--- src/rtl/sram_ctrl_pkg.sv ---
package sram_ctrl_pkg;

  typedef enum logic [2:0] {
    ST_IDLE,
    ST_RD,
    ST_TURN,
    ST_WR,
    ST_HOLD
  } seq_state_e;

  function automatic int max_i(input int a, input int b);
    return (a > b) ? a : b;
  endfunction

  // round up, never below one cycle
  function automatic int ns2cyc(input int t_ns, input int clk_ns);
    int c;
    c = (t_ns + clk_ns - 1) / clk_ns;
    if (c < 1) c = 1;
    return c;
  endfunction

endpackage

--- src/rtl/sram_cycle_timer.sv ---
module sram_cycle_timer #(
  parameter int CNT_W = 4
) (
  input  logic             clk_i,
  input  logic             rst_ni,
  input  logic             load_i,
  input  logic [CNT_W-1:0] val_i,
  output logic             done_o
);

  logic [CNT_W-1:0] cnt_q;

  always_ff @(posedge clk_i or negedge rst_ni) begin
    if (!rst_ni)              cnt_q <= '0;
    else if (load_i)          cnt_q <= val_i;
    else if (cnt_q != '0)     cnt_q <= cnt_q - 1'b1;
  end

  assign done_o = (cnt_q == '0);

endmodule

--- src/rtl/sram_rd_capture.sv ---
module sram_rd_capture #(
  parameter int DATA_W = 8
) (
  input  logic              clk_i,
  input  logic              rst_ni,
  input  logic              sample_i,
  input  logic [DATA_W-1:0] dq_i,
  output logic [DATA_W-1:0] rdata_o,
  output logic              rvalid_o
);

  always_ff @(posedge clk_i or negedge rst_ni) begin
    if (!rst_ni) begin
      rdata_o  <= '0;
      rvalid_o <= 1'b0;
    end else begin
      rvalid_o <= sample_i;
      if (sample_i) rdata_o <= dq_i;
    end
  end

  p_rvalid_pulse_r4: assert property (@(posedge clk_i) disable iff (!rst_ni)
    rvalid_o |=> !rvalid_o);

endmodule

--- src/rtl/sram_ctrl_seq.sv ---
module sram_ctrl_seq
  import sram_ctrl_pkg::*;
#(
  parameter int N_RD  = 9,
  parameter int N_WR  = 9,
  parameter int N_HZ  = 4,
  parameter int CNT_W = 4
) (
  input  logic             clk_i,
  input  logic             rst_ni,
  input  logic             req_i,
  input  logic             we_i,
  input  logic             tmr_done_i,
  output logic             tmr_load_o,
  output logic [CNT_W-1:0] tmr_val_o,
  output logic             ready_o,
  output logic             start_o,
  output logic             sample_o,
  output logic             ce_n_o,
  output logic             we_n_o,
  output logic             oe_n_o,
  output logic             dq_oe_o
);

  seq_state_e state_q, state_d;

  // the last turnaround cycle may already accept the next request
  assign ready_o = (state_q == ST_IDLE) || (state_q == ST_TURN && tmr_done_i);
  assign start_o = req_i && ready_o;

  always_comb begin
    state_d    = state_q;
    tmr_load_o = 1'b0;
    tmr_val_o  = '0;
    sample_o   = 1'b0;
    unique case (state_q)
      ST_IDLE, ST_TURN: begin
        if (start_o) begin
          tmr_load_o = 1'b1;
          if (we_i) begin
            state_d   = ST_WR;
            tmr_val_o = CNT_W'(N_WR - 1);
          end else begin
            state_d   = ST_RD;
            tmr_val_o = CNT_W'(N_RD - 1);
          end
        end else if (state_q == ST_TURN && tmr_done_i) begin
          state_d = ST_IDLE;
        end
      end
      ST_RD: if (tmr_done_i) begin
        sample_o   = 1'b1;
        state_d    = ST_TURN;
        tmr_load_o = 1'b1;
        tmr_val_o  = CNT_W'(N_HZ - 1);
      end
      ST_WR: if (tmr_done_i) state_d = ST_HOLD;
      ST_HOLD: state_d = ST_IDLE;
      default: state_d = ST_IDLE;
    endcase
  end

  // memory strobes registered from the next state: glitch-free pins
  always_ff @(posedge clk_i or negedge rst_ni) begin
    if (!rst_ni) begin
      state_q <= ST_IDLE;
      ce_n_o  <= 1'b1;
      we_n_o  <= 1'b1;
      oe_n_o  <= 1'b1;
      dq_oe_o <= 1'b0;
    end else begin
      state_q <= state_d;
      ce_n_o  <= !(state_d == ST_RD || state_d == ST_WR);
      we_n_o  <= !(state_d == ST_WR);
      oe_n_o  <= !(state_d == ST_RD);
      dq_oe_o <= (state_d == ST_WR) || (state_d == ST_HOLD);
    end
  end

  p_oe_we_excl_r5: assert property (@(posedge clk_i) disable iff (!rst_ni)
    !(!we_n_o && !oe_n_o));

  p_standby_r2: assert property (@(posedge clk_i) disable iff (!rst_ni)
    ready_o |-> (ce_n_o && we_n_o && oe_n_o && !dq_oe_o));

  p_busy_after_accept_r9: assert property (@(posedge clk_i) disable iff (!rst_ni)
    start_o |=> !ready_o);

endmodule

--- src/rtl/sram_access_ctrl.sv ---
module sram_access_ctrl
  import sram_ctrl_pkg::*;
#(
  parameter int ADDR_W  = 11,
  parameter int DATA_W  = 8,
  parameter int CLK_NS  = 8,
  parameter int T_RC_NS = 70,
  parameter int T_AA_NS = 70,
  parameter int T_OE_NS = 35,
  parameter int T_WC_NS = 70,
  parameter int T_WP_NS = 40,
  parameter int T_CW_NS = 45,
  parameter int T_DS_NS = 30,
  parameter int T_HZ_NS = 30
) (
  input  logic              clk_i,
  input  logic              rst_ni,
  input  logic              req_i,
  input  logic              we_i,
  input  logic [ADDR_W-1:0] addr_i,
  input  logic [DATA_W-1:0] wdata_i,
  output logic              ready_o,
  output logic [DATA_W-1:0] rdata_o,
  output logic              rvalid_o,
  output logic              mem_ce_n_o,
  output logic              mem_we_n_o,
  output logic              mem_oe_n_o,
  output logic [ADDR_W-1:0] mem_addr_o,
  output logic [DATA_W-1:0] mem_dq_o,
  output logic              mem_dq_oe_o,
  input  logic [DATA_W-1:0] mem_dq_i
);

  localparam int N_RD  = ns2cyc(max_i(T_RC_NS, max_i(T_AA_NS, T_OE_NS)), CLK_NS);
  localparam int N_WR  = ns2cyc(max_i(max_i(T_WC_NS, T_WP_NS), max_i(T_CW_NS, T_DS_NS)), CLK_NS);
  localparam int N_HZ  = ns2cyc(T_HZ_NS, CLK_NS);
  localparam int CNT_W = $clog2(max_i(N_RD, max_i(N_WR, N_HZ)) + 1);

  logic             tmr_load, tmr_done, start, sample;
  logic [CNT_W-1:0] tmr_val;
  logic [ADDR_W-1:0] addr_q;
  logic [DATA_W-1:0] wdata_q;

  always_ff @(posedge clk_i or negedge rst_ni) begin
    if (!rst_ni) begin
      addr_q  <= '0;
      wdata_q <= '0;
    end else if (start) begin
      addr_q  <= addr_i;
      wdata_q <= wdata_i;
    end
  end

  assign mem_addr_o = addr_q;
  assign mem_dq_o   = wdata_q;

  sram_cycle_timer #(.CNT_W(CNT_W)) u_timer (
    .clk_i  (clk_i),
    .rst_ni (rst_ni),
    .load_i (tmr_load),
    .val_i  (tmr_val),
    .done_o (tmr_done)
  );

  sram_ctrl_seq #(
    .N_RD(N_RD), .N_WR(N_WR), .N_HZ(N_HZ), .CNT_W(CNT_W)
  ) u_seq (
    .clk_i      (clk_i),
    .rst_ni     (rst_ni),
    .req_i      (req_i),
    .we_i       (we_i),
    .tmr_done_i (tmr_done),
    .tmr_load_o (tmr_load),
    .tmr_val_o  (tmr_val),
    .ready_o    (ready_o),
    .start_o    (start),
    .sample_o   (sample),
    .ce_n_o     (mem_ce_n_o),
    .we_n_o     (mem_we_n_o),
    .oe_n_o     (mem_oe_n_o),
    .dq_oe_o    (mem_dq_oe_o)
  );

  sram_rd_capture #(.DATA_W(DATA_W)) u_rd (
    .clk_i    (clk_i),
    .rst_ni   (rst_ni),
    .sample_i (sample),
    .dq_i     (mem_dq_i),
    .rdata_o  (rdata_o),
    .rvalid_o (rvalid_o)
  );

  // pin-level window counters for the timing properties
  logic [CNT_W-1:0] oe_hi_q, we_lo_q;

  always_ff @(posedge clk_i or negedge rst_ni) begin
    if (!rst_ni) begin
      oe_hi_q <= CNT_W'(N_HZ);
      we_lo_q <= '0;
    end else begin
      if (!mem_oe_n_o)                  oe_hi_q <= '0;
      else if (oe_hi_q != CNT_W'(N_HZ)) oe_hi_q <= oe_hi_q + 1'b1;
      if (mem_we_n_o)                   we_lo_q <= '0;
      else if (we_lo_q != CNT_W'(N_WR)) we_lo_q <= we_lo_q + 1'b1;
    end
  end

  p_drive_oe_high_r6: assert property (@(posedge clk_i) disable iff (!rst_ni)
    mem_dq_oe_o |-> mem_oe_n_o);

  p_turnaround_r6: assert property (@(posedge clk_i) disable iff (!rst_ni)
    $rose(mem_dq_oe_o) |-> (oe_hi_q >= CNT_W'(N_HZ)));

  p_we_pulse_r3: assert property (@(posedge clk_i) disable iff (!rst_ni)
    $rose(mem_we_n_o) |-> (we_lo_q >= CNT_W'(N_WR)));

  p_addr_stable_r8: assert property (@(posedge clk_i) disable iff (!rst_ni)
    (!mem_ce_n_o && $past(!mem_ce_n_o)) |-> $stable(mem_addr_o));

endmodule

--- config.mk ---
export PLATFORM = sky130hd
export DESIGN_NAME = sram_access_ctrl
export DESIGN_NICKNAME = d
export VERILOG_FILES = /design/src/rtl/sram_ctrl_pkg.sv /design/src/rtl/sram_cycle_timer.sv /design/src/rtl/sram_rd_capture.sv /design/src/rtl/sram_ctrl_seq.sv /design/src/rtl/sram_access_ctrl.sv
export SDC_FILE = /design/constraint.sdc
export NUM_CORES = 1
export LEC_CHECK = 0
export BUFFER_PORTS_ARGS = -buffer_cell sky130_fd_sc_hd__buf_4
export CAP_MARGIN = 20
export CORE_MARGIN = 3
export CORE_UTILIZATION = 30
export CTS_CLUSTER_DIAMETER = 200
export DETAILED_ROUTE_END_ITERATION = 10
export SLEW_MARGIN = 20
export SYNTH_ARGS = -nofsm -noshare
export SYNTH_HDL_FRONTEND = slang
export SYNTH_HIERARCHICAL = 1
export SYNTH_SLANG_ARGS = --single-unit
--- constraint.sdc ---
create_clock -name clk_i -period 2.2 [get_ports clk_i]
set_input_delay 0.22 -clock clk_i [delete_from_list [all_inputs] [get_ports clk_i]]
set_output_delay 0.22 -clock clk_i [all_outputs]
set_load 0.02 [all_outputs]
==> flow_summary.ini <==
[setup_path]
cp_data_arrival_time_ns = 2.19
crit_type = reg -> reg
crit-reg2reg-launch = u_timer/cnt_q[0]
worstReg2RegEnd = mem_dq_o[4]
r2r_cells = 8
critPathMaxFanout = 19
crit_path_start = u_timer/cnt_q[0]
endpoint = mem_dq_o[4]
reg2reg_slack_ns = 0.18
end_kind = flip-flop
worstPathRequired_ns = 2.37
start_kind = flip-flop

[clocking]
clock_path_buffers = 2
htree_levels = 2
postCtsSetupBuffers = 0
cts.sink_count = 39
path_clk_slew_ns = 0.08
root_buffer = clkbuf_8
numCtsBuffers = 5
cts_hold_buf = 1
post_cts_resized = 0
insertion_delay_ns = 0.29
cts_tree = done

[yosys]
synth_area_um2 = 1747
yosysTopAreaCellShare_pct = 51.58
synth_area_leaders = dfrtp_1 (52%), mux2_4 (15%), mux2_2 (6.4%)
syn_nets = 151
avgSynthCellArea_um2 = 14.68
syn_inst = 119
ys_types = 37
ys_seq_elements = 39
yosysSeqAreaShare_pct = 56.09
yosys.area.top_type = dfrtp_1
yosys_warnings = 6

[floorplan]
design.core.area_um2 = 5574
die_h_um = 82.31
start_util_pct = 31.34
dieWidth_um = 82.31
die_area_um2 = 6774
rows = 27
pin_count = 64

[placement]
port_buffers = 63
dp_hpwl_um = 2497
globalplace.congestion = 0.7132

[sta]
period_needed_ns = 2.018
finalSetupViolCount = 0
fin_crit_sh_pct = 91.74
rsz0062_at_grt = no
finalMaxSlewViolations = 0
timing.fmax_mhz = 495.5
fin_worst_skew_ns = 0.005958
setup_tns_ns = 0
holdWs_ns = 0.1581
finalHoldViolCount = 0

[grt]
globalRoute.totalOverflow = 0
antenna_found_initial = 0
gr-usage-met3_pct = 4.447
grt-busiest-layer = met2
first_global_vias = 1126
grt_max_degree = 40
grt.total_usage_pct = 10.56
grt_pass1_wl_um = 5271
grtUsageMet1_pct = 13.85
grt_use_met2_pct = 15.63

[status]
outcome = finished clean

[worst_hold_path]
hold_depth = 2
hold_class = in -> reg

[finish]
antenna_cells = 0
num-fill-cells = 532
syn_to_final_growth_pct = 39.90
final_layout_size_suffix_gt1_share_pct = 60.64
nets = 219
final_util_pct = 43.84

[routing]
post_drt_via_cell_ratio = 4.358
detail_route.first_pass.iterations = 2
ant_nets = 0
drcViolationCount = 0
routedWlPerCell_um = 13.32
num_vias = 1133
wl_um = 3462
drt_iter0_drc = 27

[power]
power_mw = 4.037
leakage_nw = 1.153
p_per_area_nw_per_um2 = 1652
max-vdd-ir-drop_uv = 676.8

[flow_run]
maxCapViolCount = 0
-- state kept, by name, indices dropped and copies added (netlist names) --
name and count:
u_rd/rvalid_o 1, u_seq/oe_n_o 1, u_seq/dq_oe_o 1, u_rd/rdata_o 8
u_seq/ce_n_o 1, u_seq/we_n_o 1, u_timer/cnt_q 4, mem_dq_o 8
u_seq/state_q 3, mem_addr_o 11
-- how the worst min path moves through the flow --
stage,start,to
after floorplan,rst_ni,mem_addr_o[0]
after global placement,rst_ni,mem_addr_o[3]
after detailed placement,rst_ni,mem_addr_o[3]
after CTS,addr_i[0],mem_addr_o[0]
after global routing,mem_dq_i[5],u_rd/rdata_o[5]
final,mem_dq_i[7],u_rd/rdata_o[7]
-- routing by layer --
metal | vias up | routed length, um
li1 | 550 | -
met2 | 45 | 1496
met4 | 0 | 34
met1 | 534 | 1580
met3 | 4 | 350
met5 | - | 0
-- where the power goes --
part | internal, mW | switching (mW)
combinational | 1.09 | 0.919
sequential | 1.09 | 0.242
clock | 0.453 | 0.241
total | 2.64 | 1.40
-- kinds of logic after synthesis --
group	after synthesis	synth area share, %
buf+inv	10	4.799
mux	30	23.07
compound gates	12	5.229
xor+xnor	1	0.5015
simple gates	25	9.384
flops	39	56.09
other cells	1	0.2147
fa+ha+maj	1	0.7162
-- layout make-up --
cell class	count	area (um^2)	area share [%]
multi-input combinational	70	688.2	28.16
sequential	39	979.7	40.09
clock buffer	6	72.57	2.970
inverter	2	7.507	0.3072
tap	72	90.09	3.687
clock inverter	2	60.06	2.458
timing repair buffer	69	545.5	22.32
-- cells in the mapped netlist, drive strengths merged --
library cell / number
mux2i: 2
a31oi: 1
o21ai: 3
o211ai: 1
dfrtp: 36
nor2: 2
a221o: 1
inv: 2
a221oi: 1
dfstp: 3
nand3: 1
a21o: 1
xnor2: 1
conb: 1
nor2b: 4
and2b: 1
and2: 2
nor3b: 3
nand2: 4
buf: 6
ha: 1
clkbuf: 2
nor3: 6
nand2b: 2
mux2: 28
a211o: 1
a211oi: 1
a21oi: 2
-- critical path: stages (launching register included) --
cell and delay, ns:
dfrtp_1 0.38, inv_1 0.09, ha_1 0.21, nor3b_4 0.20
and2b_4 0.23, nor2_2 0.10, and2_1 0.18, buf_12 0.19
mux2_2 0.35
-- cell usage in the layout (no fill, tap or decap), types with 3 or more instances in the layout --
cell	count
dfrtp_1	36
clkbuf_8	5
dfstp_2	3
nand2_1	4
nor2b_1	3
nor3_1	5
mux2_2	10
buf_4	66
mux2_4	18
-- stage by stage --
| stage | cells | worst slack, ns | instance area [um^2] |
|---|---|---|---|
| after floorplan | 119 | 0.04524 | 1747 |
| after global routing | 260 | 0.03026 | 2444 |
| final | 260 | 0.1816 | 2444 |
| after detailed placement | 251 | 0.1673 | 2301 |
| after global placement | 251 | 0.1932 | 2301 |
| after CTS | 260 | 0.1592 | 2444 |
(Power assumes the default switching activity.)
